**config.mk**
```make
export PLATFORM = sky130hd
export DESIGN_NAME = clk_profile_seq
export DESIGN_NICKNAME = d
export VERILOG_FILES = /design/src/rtl/cps_pkg.sv /design/src/rtl/cps_lookup.sv /design/src/rtl/cps_div_table.sv /design/src/rtl/clk_profile_seq.sv
export SDC_FILE = /design/constraint.sdc
export NUM_CORES = 1
export LEC_CHECK = 0
export ABC_AREA = 1
export BUFFER_PORTS_ARGS = -buffer_cell sky130_fd_sc_hd__buf_2
export CAP_MARGIN = 30
export CORE_UTILIZATION = 45
export CTS_CLUSTER_SIZE = 24
export DETAILED_ROUTE_END_ITERATION = 7
export PLACE_DENSITY = 0.77
export SYNTH_ARGS = -nofsm -noshare
export SYNTH_HDL_FRONTEND = slang
export SYNTH_SLANG_ARGS = --single-unit
```
**constraint.sdc**
```tcl
create_clock -name clk_i -period 1.97 [get_ports clk_i]
set_clock_uncertainty 0.2 [all_clocks]
set_input_delay 0.2955 -clock clk_i [delete_from_list [all_inputs] [get_ports clk_i]]
set_output_delay 0.2955 -clock clk_i [all_outputs]
set_load 0.03 [all_outputs]
```
**src/rtl/cps_pkg.sv**
```systemverilog
package cps_pkg;

    typedef enum logic [1:0] {
        ST_IDLE     = 2'd0,
        ST_PLL_PRE  = 2'd1,
        ST_DIV      = 2'd2,
        ST_PLL_POST = 2'd3
    } cps_state_e;

    // Domain 0: system domain, domain 1: peripheral domain
    function automatic int unsigned dom_num_prof(input int dom);
        return (dom == 0) ? 4 : 6;
    endfunction

    function automatic int unsigned dom_num_div(input int dom);
        return (dom == 0) ? 16 : 3;
    endfunction

    function automatic int unsigned dom_base_addr(input int dom);
        return (dom == 0) ? 32'h180 : 32'h380;
    endfunction

    function automatic int unsigned prof_rate(input int dom, input int p);
        return (dom == 0) ? (p + 1) * 200 : (p + 1) * 25;
    endfunction

    function automatic int unsigned prof_pll(input int dom, input int p);
        if (dom == 0) return (p == 2) ? 600 : 800;
        return (p == 4) ? 750 : 600;
    endfunction

    // divide value of the system outputs at an 800 MHz PLL
    function automatic int unsigned sys_nominal(input int d);
        case (d)
            0, 8, 10, 13:  return 4;
            2, 3, 4, 5:    return 2;
            7, 9:          return 2;
            6:             return 1;
            11:            return 8;
            12, 14:        return 24;
            15:            return 16;
            default:       return 1;
        endcase
    endfunction

    function automatic int unsigned prof_div(input int dom, input int p, input int d);
        int unsigned t, r, b;
        t = prof_pll(dom, p);
        r = prof_rate(dom, p);
        if (dom == 0) begin
            if (d == 1) return t / r;
            b = sys_nominal(d);
            if (b <= 2) return b;
            return (b * t) / 800;
        end
        case (d)
            0:       return t / r;
            1:       return t / 150;
            default: return t / 75;
        endcase
    endfunction

endpackage

```
**src/rtl/cps_lookup.sv**
```systemverilog
module cps_lookup
    import cps_pkg::*;
#(
    parameter int DOMAIN   = 0,
    parameter int NUM_PROF = 4,
    parameter int RATE_W   = 12,
    parameter int PIDX_W   = 2
) (
    input  logic [RATE_W-1:0] req_rate_i,
    output logic              hit_o,
    output logic [PIDX_W-1:0] idx_o,
    output logic [RATE_W-1:0] tgt_o
);
    logic [NUM_PROF-1:0] match;
    logic [RATE_W-1:0]   tgt_tab [NUM_PROF];

    for (genvar p = 0; p < NUM_PROF; p++) begin : g_prof
        localparam logic [RATE_W-1:0] RATE_P = RATE_W'(prof_rate(DOMAIN, p));
        assign match[p]   = (req_rate_i == RATE_P);
        assign tgt_tab[p] = RATE_W'(prof_pll(DOMAIN, p));
    end

    always_comb begin
        hit_o = 1'b0;
        idx_o = '0;
        tgt_o = '0;
        for (int p = NUM_PROF - 1; p >= 0; p--) begin
            if (match[p]) begin
                hit_o = 1'b1;
                idx_o = PIDX_W'(p);
                tgt_o = tgt_tab[p];
            end
        end
    end
endmodule

```
**src/rtl/cps_div_table.sv**
```systemverilog
module cps_div_table
    import cps_pkg::*;
#(
    parameter int DOMAIN   = 0,
    parameter int NUM_PROF = 4,
    parameter int NUM_DIV  = 16,
    parameter int PIDX_W   = 2,
    parameter int DIDX_W   = 4,
    parameter int ADDR_W   = 12,
    parameter int DIV_W    = 8
) (
    input  logic [PIDX_W-1:0] prof_i,
    input  logic [DIDX_W-1:0] div_i,
    output logic [ADDR_W-1:0] addr_o,
    output logic [DIV_W-1:0]  data_o
);
    localparam int unsigned BASE   = dom_base_addr(DOMAIN);
    localparam int unsigned STRIDE = 16;

    logic [DIV_W-1:0]  val_tab  [NUM_PROF][NUM_DIV];
    logic [ADDR_W-1:0] addr_tab [NUM_DIV];

    for (genvar d = 0; d < NUM_DIV; d++) begin : g_div
        assign addr_tab[d] = ADDR_W'(BASE + STRIDE * d);
        for (genvar p = 0; p < NUM_PROF; p++) begin : g_prof
            assign val_tab[p][d] = DIV_W'(prof_div(DOMAIN, p, d));
        end
    end

    always_comb begin
        addr_o = '0;
        data_o = '0;
        if (int'(div_i) < NUM_DIV && int'(prof_i) < NUM_PROF) begin
            addr_o = addr_tab[div_i];
            data_o = val_tab[prof_i][div_i];
        end
    end
endmodule

```
**src/rtl/clk_profile_seq.sv**
```systemverilog
module clk_profile_seq
    import cps_pkg::*;
#(
    parameter int DOMAIN = 0,
    parameter int RATE_W = 12,
    parameter int ADDR_W = 12,
    parameter int DIV_W  = 8
) (
    input  logic              clk_i,
    input  logic              rst_ni,
    input  logic              start_i,
    input  logic [RATE_W-1:0] req_rate_i,
    input  logic [RATE_W-1:0] cur_pll_i,
    output logic              div_we_o,
    output logic [ADDR_W-1:0] div_addr_o,
    output logic [DIV_W-1:0]  div_data_o,
    output logic              pll_req_o,
    output logic [RATE_W-1:0] pll_target_o,
    input  logic              pll_done_i,
    input  logic              pll_err_i,
    output logic              busy_o,
    output logic              done_o,
    output logic              err_o
);
    localparam int NUM_PROF = dom_num_prof(DOMAIN);
    localparam int NUM_DIV  = dom_num_div(DOMAIN);
    localparam int PIDX_W   = (NUM_PROF > 1) ? $clog2(NUM_PROF) : 1;
    localparam int DIDX_W   = (NUM_DIV > 1) ? $clog2(NUM_DIV) : 1;
    localparam logic [DIDX_W-1:0] LAST_DIV = DIDX_W'(NUM_DIV - 1);
    localparam logic [ADDR_W-1:0] ADDR_STEP = ADDR_W'(16);

    typedef struct packed {
        cps_state_e        st;
        logic [PIDX_W-1:0] prof;
        logic [DIDX_W-1:0] cnt;
        logic [RATE_W-1:0] tgt;
        logic              pll_first;
        logic              err_acc;
        logic              done;
        logic              err;
    } seq_t;

    seq_t seq_d, seq_q;

    logic              lk_hit;
    logic [PIDX_W-1:0] lk_idx;
    logic [RATE_W-1:0] lk_tgt;

    cps_lookup #(
        .DOMAIN(DOMAIN), .NUM_PROF(NUM_PROF), .RATE_W(RATE_W), .PIDX_W(PIDX_W)
    ) u_lookup (
        .req_rate_i(req_rate_i),
        .hit_o     (lk_hit),
        .idx_o     (lk_idx),
        .tgt_o     (lk_tgt)
    );

    cps_div_table #(
        .DOMAIN(DOMAIN), .NUM_PROF(NUM_PROF), .NUM_DIV(NUM_DIV),
        .PIDX_W(PIDX_W), .DIDX_W(DIDX_W), .ADDR_W(ADDR_W), .DIV_W(DIV_W)
    ) u_table (
        .prof_i(seq_q.prof),
        .div_i (seq_q.cnt),
        .addr_o(div_addr_o),
        .data_o(div_data_o)
    );

    always_comb begin
        seq_d      = seq_q;
        seq_d.done = 1'b0;
        seq_d.err  = 1'b0;
        unique case (seq_q.st)
            ST_IDLE: begin
                if (start_i) begin
                    if (!lk_hit) begin
                        seq_d.done = 1'b1;
                        seq_d.err  = 1'b1;
                    end else begin
                        seq_d.prof      = lk_idx;
                        seq_d.tgt       = lk_tgt;
                        seq_d.cnt       = '0;
                        seq_d.err_acc   = 1'b0;
                        seq_d.pll_first = (lk_tgt < cur_pll_i);
                        seq_d.st        = (lk_tgt < cur_pll_i) ? ST_PLL_PRE : ST_DIV;
                    end
                end
            end
            ST_PLL_PRE: begin
                if (pll_done_i) begin
                    seq_d.err_acc = pll_err_i;
                    seq_d.cnt     = '0;
                    seq_d.st      = ST_DIV;
                end
            end
            ST_DIV: begin
                if (seq_q.cnt == LAST_DIV) begin
                    if (seq_q.pll_first) begin
                        seq_d.st   = ST_IDLE;
                        seq_d.done = 1'b1;
                        seq_d.err  = seq_q.err_acc;
                    end else begin
                        seq_d.st = ST_PLL_POST;
                    end
                end else begin
                    seq_d.cnt = seq_q.cnt + DIDX_W'(1);
                end
            end
            ST_PLL_POST: begin
                if (pll_done_i) begin
                    seq_d.st   = ST_IDLE;
                    seq_d.done = 1'b1;
                    seq_d.err  = seq_q.err_acc | pll_err_i;
                end
            end
            default: seq_d.st = ST_IDLE;
        endcase
    end

    always_ff @(posedge clk_i or negedge rst_ni) begin
        if (!rst_ni) seq_q <= '{st: ST_IDLE, default: '0};
        else         seq_q <= seq_d;
    end

    assign div_we_o     = (seq_q.st == ST_DIV);
    assign pll_req_o    = (seq_q.st == ST_PLL_PRE) || (seq_q.st == ST_PLL_POST);
    assign pll_target_o = seq_q.tgt;
    assign busy_o       = (seq_q.st != ST_IDLE);
    assign done_o       = seq_q.done;
    assign err_o        = seq_q.err;

    AST_PHASE_EXCLUSIVE: assert property (@(posedge clk_i) disable iff (!rst_ni)
        !(div_we_o && pll_req_o));
    AST_ADDR_ASCEND: assert property (@(posedge clk_i) disable iff (!rst_ni)
        (div_we_o && $past(div_we_o)) |-> (div_addr_o == $past(div_addr_o) + ADDR_STEP));
    AST_REQ_HELD: assert property (@(posedge clk_i) disable iff (!rst_ni)
        (pll_req_o && !pll_done_i) |=> pll_req_o);
    AST_ERR_WITH_DONE: assert property (@(posedge clk_i) disable iff (!rst_ni)
        err_o |-> done_o);
    AST_IDLE_QUIET: assert property (@(posedge clk_i) disable iff (!rst_ni)
        !busy_o |-> (!div_we_o && !pll_req_o));
    AST_TARGET_STABLE: assert property (@(posedge clk_i) disable iff (!rst_ni)
        (pll_req_o && $past(pll_req_o)) |-> $stable(pll_target_o));
    AST_DIV_NONZERO: assert property (@(posedge clk_i) disable iff (!rst_ni)
        div_we_o |-> (div_data_o != '0));
endmodule

```
==> results.py, run 1 <==
metrics = {
    "power": {
        "power_uw": 831,
        "powerDensity_nw_per_um2": 354,
        "ir_drop_mv": 0.157,
        "p_leak_nw": 1.33,
    },
    "finish": {
        "layout-drive-gt1-share_pct": 41.7,
        "nets": 380,
        "post-route-util_pct": 63.6,
        "layout-area-overhead-vs-synth_pct": 35.5,
        "design_area_um2": 2350,
        "diodes": 0,
    },
    "placement": {
        "port_buffers": 50,
        "post_dp_cell_area_um2": 2090,
        "dp_hpwl_um": 2740,
        "routabilityCongestion": 0.874,
        "dp_slack_ns": -0.245,
    },
    "flow_run": {
        "maxCapViolations": 0,
    },
    "setup_path": {
        "slowest_delay_ns": 0.41,
        "crit_end": "div_data_o[2]",
        "timing.rr.start": "seq_q[16]",
        "startpoint_type": "flop",
        "crit_required_ns": 1.47,
        "path_class": "flop to primary output",
        "critical_path_arrival_ns": 1.62,
        "worst_path_max_delay_cell": "dfrtp_1",
        "r2r-end": "err_o",
        "critPathMaxFanout": 3,
        "regToRegSetupSlack_ns": 0.17,
        "reg2reg_depth": 8,
        "worstPathCellList": "nor2_4 -> buf_6 -> ha_4 -> nand2_2 -> inv_2 -> a21oi_2 -> o21ai_1 -> nand2_1 -> nand2_2 -> buf_6",
        "crit_path_end_kind": "primary output",
        "critPathLaunch": "seq_q[20]",
    },
    "floorplanning": {
        "dieArea_um2": 4100,
        "initial_core_util_pct": 47.0,
        "core_um2": 3690,
        "rows": 22,
        "io_pins": 66,
        "die_h_um": 64.1,
        "die_width_um": 64.1,
    },
    "logic_synthesis": {
        "ys_ff_latch": 15,
        "synth_cells": 271,
        "syn_area_um2": 1730,
        "ys_async_sr_fraction_pct": 100,
        "ys_types": 27,
        "yosysSeqAreaShare_pct": 21.7,
        "synthFlopType": "dfrtp_1",
        "synth_edf_count": 0,
        "syn_avg_cell_area_um2": 6.39,
        "yosys_warnings": 0,
    },
    "timing": {
        "max_freq_mhz": 474,
        "setup_violations": 5,
        "worst_slack_ns": -0.142,
        "min_period_ns": 2.11,
        "rsz0062_at_grt": "true",
        "period_share_pct": 107,
        "report.final.slew_viol_count": 0,
        "hold_viol_final": 0,
    },
    "outcome": {
        "violations": "setup timing",
        "status": "finished with violations",
    },
    "route": {
        "drtIter0Drc": 77,
        "wl_um": 3490,
        "via_count": 1733,
        "wl_per_cell_um": 9.21,
        "viasPerCell": 4.57,
        "dr.pass1.iters": 4,
        "drc": 0,
        "ant_nets": 0,
    },
    "clock_network": {
        "cts.sinks": 15,
        "clockBufferDepth": 2,
        "h-tree-depth": 1,
        "cts_made_buffers": 3,
        "clk_latency_ns": 0.25,
        "cts_tree": "yes",
        "clk_pin_slew_ns": 0.06,
        "root_buffer": "clkbuf_8",
    },
    "global_routing": {
        "grt_max_degree": 16,
        "grt_pass1_wl_um": 6000,
        "grt.total_usage_pct": 18.1,
        "grt_overflow": 0,
        "antenna_found_initial": 0,
        "grt_pass1_vias": 1514,
    },
    "worst_hold_path": {
        "hold_class": "input port to flop",
    },
}
## state kept, by name, summed over array words and instances, names as in the netlist
name,cells
err_o,1
seq_q,10
pll_target_o,3
done_o,1
## worst min-delay path by stage
stage,endpoint,cells after the start,slack (ns),startpoint
after floorplan,done_o,0,-0.20,rst_ni
after global placement,done_o,1,0.02,rst_ni
after detailed placement,err_o,1,0.02,rst_ni
after CTS,seq_q[2],3,0.10,pll_err_i
after global routing,seq_q[2],3,0.11,pll_err_i
final,seq_q[2],3,0.10,pll_err_i
## critical path: cells and delay by family (launching register included)
family	cells	cell delay, ns
fa+ha+maj	1	0.12
simple gates	4	0.33
flops	1	0.41
compound gates	2	0.19
buf+inv	3	0.32
## report_power, final
part / internal (mW) / switching [mW] / leakage (nW) / total, mW
Clock: 0.140 / 0.106 / 0.0255 / 0.246
Sequential: 0.316 / 0.00945 / 0.194 / 0.325
Combinational: 0.0917 / 0.168 / 1.11 / 0.259
Total: 0.548 / 0.283 / 1.33 / 0.831
## final cells by class
type | instances | area [µm²]
clock buffer | 3 | 41.3
clock inverter | 1 | 5.00
fill | 333 | 1340
inverter | 54 | 208
multi-input combinational | 187 | 1190
sequential | 15 | 378
tap | 48 | 60.1
timing repair buffer | 71 | 463
## cell usage after synthesis (2+ instances only)
cell type	n	area share, %
a21oi_1	7	2.0
nor2_1	21	4.5
buf_4	26	11
ha_1	19	14
nand3_1	14	4.0
dfrtp_1	15	22
inv_2	10	2.2
o21ai_0	8	2.3
buf_2	3	0.87
inv_1	44	9.5
nand2_2	4	1.4
nor2_4	2	1.3
or2_2	2	0.72
nand4_1	4	1.4
nand2_1	72	16
o21ai_1	8	2.3
nor3_1	2	0.58
## layer usage
layer | vias up | global-route usage, % | routed length (µm)
met1 | 770 | 22.1 | 1550
met2 | 48 | 32.4 | 1790
met3 | 2 | 1.79 | 125
met4 | 0 | 6.82 | 23
met5 | - | 0 | 0
li1 | 913 | - | -
## per-stage QoR
stage / cells / TNS, ns / hold slack (ns)
3_5_place_dp: 370 / -0.526 / 0.0190
3_3_place_gp: 370 / -0.528 / 0.0199
6_report: 379 / -0.363 / 0.105
5_1_grt: 379 / -0.918 / 0.112
2_1_floorplan: 285 / -0.0491 / -0.200
4_1_cts: 376 / -0.481 / 0.103
## cell families (layout without fill, tap and decap cells)
group / count (synthesis) / in the layout / share of synthesized area (%)
AOI/OAI and AO/OA: 28 / 28 / 8.95
and+or+nand+nor: 124 / 124 / 31.1
buffers and inverters: 83 / 129 / 23.8
xor gates and xnor gates: 1 / 1 / 0.506
DFF: 15 / 15 / 21.7
other: 1 / 15 / 0.216
adders and majority gates: 19 / 19 / 13.7
## cell usage in the layout (no fill, tap or decap), types with 4 or more instances in the layout
cell	synthesis	routed
nand2_1	72	64
buf_2	3	41
inv_1	44	34
buf_4	26	21
inv_2	10	18
nor2_1	21	15
conb_1	1	15
dfrtp_1	15	13
o21ai_1	8	12
ha_1	19	11
nand2_2	4	10
nand3_1	14	9
buf_6	0	8
nor2_4	2	6
a21oi_1	7	6
nand3_2	0	5
ha_4	0	5
nand4_1	4	4
## what timing repair did
item,in CTS,in global routing
gates resized for setup,24,31
endpoints found under the setup margin,6,9
endpoints found under the hold margin,15,0
pin swaps,8,23
setup buffers,1,3
hold buffers,1,0
(Power assumes the default switching activity.)
==> run 2: changes to the inputs <==
--- a/config.mk
+++ b/config.mk
@@ -8,10 +8,11 @@
 export ABC_AREA = 1
 export BUFFER_PORTS_ARGS = -buffer_cell sky130_fd_sc_hd__buf_2
 export CAP_MARGIN = 30
-export CORE_UTILIZATION = 45
+export CORE_UTILIZATION = 50
 export CTS_CLUSTER_SIZE = 24
 export DETAILED_ROUTE_END_ITERATION = 7
-export PLACE_DENSITY = 0.77
+export GPL_ROUTABILITY_DRIVEN = 0
+export PLACE_DENSITY = 0.81
 export SYNTH_ARGS = -nofsm -noshare
 export SYNTH_HDL_FRONTEND = slang
 export SYNTH_SLANG_ARGS = --single-unit
==> constraint.sdc (replaced) <==
create_clock -name clk_i -period 2 [get_ports clk_i]
set_clock_uncertainty 0.2 [all_clocks]
set_input_delay 0.3 -clock clk_i [delete_from_list [all_inputs] [get_ports clk_i]]
set_output_delay 0.3 -clock clk_i [all_outputs]
set_load 0.03 [all_outputs]
==> results.py, run 2 (synthesis results as in run 1) <==
metrics = {
    "floorplanning": {
        "die_width_um": 60.9,
        "initial_core_util_pct": 51.9,
        "io_pins": 66,
        "rows": 21,
        "core_um2": 3340,
        "die_h_um": 60.9,
        "dieArea_um2": 3710,
    },
    "setup_path": {
        "worstPathCellList": "nor2_4 -> inv_2 -> buf_6 -> ha_4 -> nor3b_2 -> o22ai_1 -> a22o_1 -> buf_6",
        "slowest_delay_ns": 0.42,
        "critPathTopFamily": "flip-flops",
        "startpoint_type": "flop",
        "critPathMaxFanout": 3,
        "worst_path_max_delay_cell": "dfrtp_1",
        "crit_required_ns": 1.50,
        "crit_path_end_kind": "primary output",
        "worst_path_most_repeated_cell": "buf_6",
        "critical_path_arrival_ns": 1.72,
        "path_class": "flop to primary output",
        "crit_buf_inv": 3,
    },
    "global_routing": {
        "grt_overflow": 0,
        "antenna_found_initial": 0,
        "grt_pass1_vias": 1528,
        "grt.total_usage_pct": 21.7,
        "grt_pass1_wl_um": 6090,
        "grt_max_degree": 16,
    },
    "finish": {
        "fill_cells": 256,
        "post-route-util_pct": 72.3,
        "diodes": 0,
        "layout-drive-gt1-share_pct": 43.7,
        "largest_reg_flops": 10,
        "final_cell_mix": "63 x nand2_1, 39 x buf_2, 33 x inv_1",
        "largest-register": "seq_q",
        "multi_input_area_um2": 1240,
        "nets": 383,
        "layout-area-overhead-vs-synth_pct": 39.1,
        "design_area_um2": 2410,
        "regArea_um2": 377,
        "layout.cells.most_common": "nand2_1",
    },
    "route": {
        "ant_nets": 0,
        "wl_um": 4320,
        "drtIter0Drc": 114,
        "dr.pass1.iters": 4,
        "wl_per_cell_um": 11.4,
        "viasPerCell": 4.75,
        "drc": 0,
        "via_count": 1804,
    },
    "power": {
        "power_uw": 775,
        "p_leak_nw": 1.34,
        "ir_drop_mv": 0.154,
        "powerDensity_nw_per_um2": 321,
    },
    "timing": {
        "rsz0062_at_grt": "true",
        "hold_viol_final": 0,
        "max_freq_mhz": 450,
        "setup_violations": 5,
        "whs_ns": 0.0546,
        "period_share_pct": 111,
        "fin_tns_setup_ns": -0.761,
        "worst_slack_ns": -0.220,
        "min_period_ns": 2.22,
        "report.final.slew_viol_count": 0,
    },
    "clock_network": {
        "root_buffer": "clkbuf_4",
        "clk_latency_ns": 0.30,
        "cts_tree": "yes",
        "h-tree-depth": 1,
        "clockBufferDepth": 2,
        "cts_made_buffers": 3,
        "clk_pin_slew_ns": 0.11,
        "cts.sinks": 15,
    },
    "placement": {
        "dp_hpwl_um": 2910,
        "post_dp_cell_area_um2": 2040,
        "port_buffers": 50,
    },
    "outcome": {
        "violations": "setup timing",
        "status": "finished with violations",
    },
    "worst_hold_path": {
        "hold_class": "input port to flop",
    },
    "flow_run": {
        "maxCapViolations": 0,
    },
}
## run 2: changes by cell type in the layout (fill, tap and decap cells not counted), moves of 3 or more
cell,previous run,this run
clkbuf_4,0,4
buf_6,8,12
inv_2,18,21
clkbuf_8,3,0
## run 2: worst reg2reg max path: stages, from the launching register on
cell and delay, ns:
dfrtp_1 0.45, inv_1 0.12, ha_2 0.24, inv_1 0.08, nor2_1 0.04, inv_1 0.06
nand2_1 0.06, nor3_1 0.17, nand2_2 0.15, nand2_1 0.08, o21ai_1 0.06
## run 2: path summary, 6_finish.rpt
check                           startpoint         endpoint  slack, ns  cells past startpoint
hold / removal                   pll_err_i         seq_q[2]       0.05                      3
setup / recovery                 seq_q[20]    div_data_o[1]      -0.22                      8
setup reg to reg                 seq_q[22]        seq_q[16]       0.17                     10
max in group asynchronous           rst_ni        seq_q[20]       1.10                      2
min in group asynchronous           rst_ni           done_o       0.22                      2
hold reg to reg            pll_target_o[9]  pll_target_o[9]       0.28                      1
## run 2: through the flow
step,instances,setup slack (ns)
2_1_floorplan,285,-0.0236
3_3_place_gp,369,-0.214
3_5_place_dp,369,-0.247
4_1_cts,375,-0.256
5_1_grt,380,-0.294
6_report,380,-0.220
## run 2: repair_timing
action                                  in CTS  in global routing
endpoints found under the hold margin       15                  0
setup buffers                                1                  5
gates resized for setup                     25                 49
hold buffers                                 1                  0
pin swaps                                    8                 26
endpoints found under the setup margin       6                 11
gates cloned                                 0                  0
## run 2: report_power, final
group / leakage (nW) / total, mW / switching, mW / internal (mW)
Sequential: 0.195 / 0.320 / 0.00904 / 0.311
Combinational: 1.13 / 0.268 / 0.174 / 0.0949
Clock: 0.0177 / 0.187 / 0.112 / 0.0745
## run 2: layout make-up
cell class                      count  share of cell area (%)
Clock buffer                        3                   0.934
Clock inverter                      1                   0.208
Inverter                           54                    8.41
Multi-Input combinational cell    187                    51.5
Sequential cell                    15                    15.6
Tap cell                           46                    2.39
Timing Repair Buffer               74                    21.0
## run 2: per-layer routing
metal | part of all wire [%] | vias to the layer above | global-route usage, %
met5 | 0 | - | 0
met4 | 1.3 | 0 | 7.47
met3 | 4.4 | 6 | 2.13
met2 | 52 | 62 | 41.6
met1 | 42 | 813 | 24.9
li1 | - | 923 | -
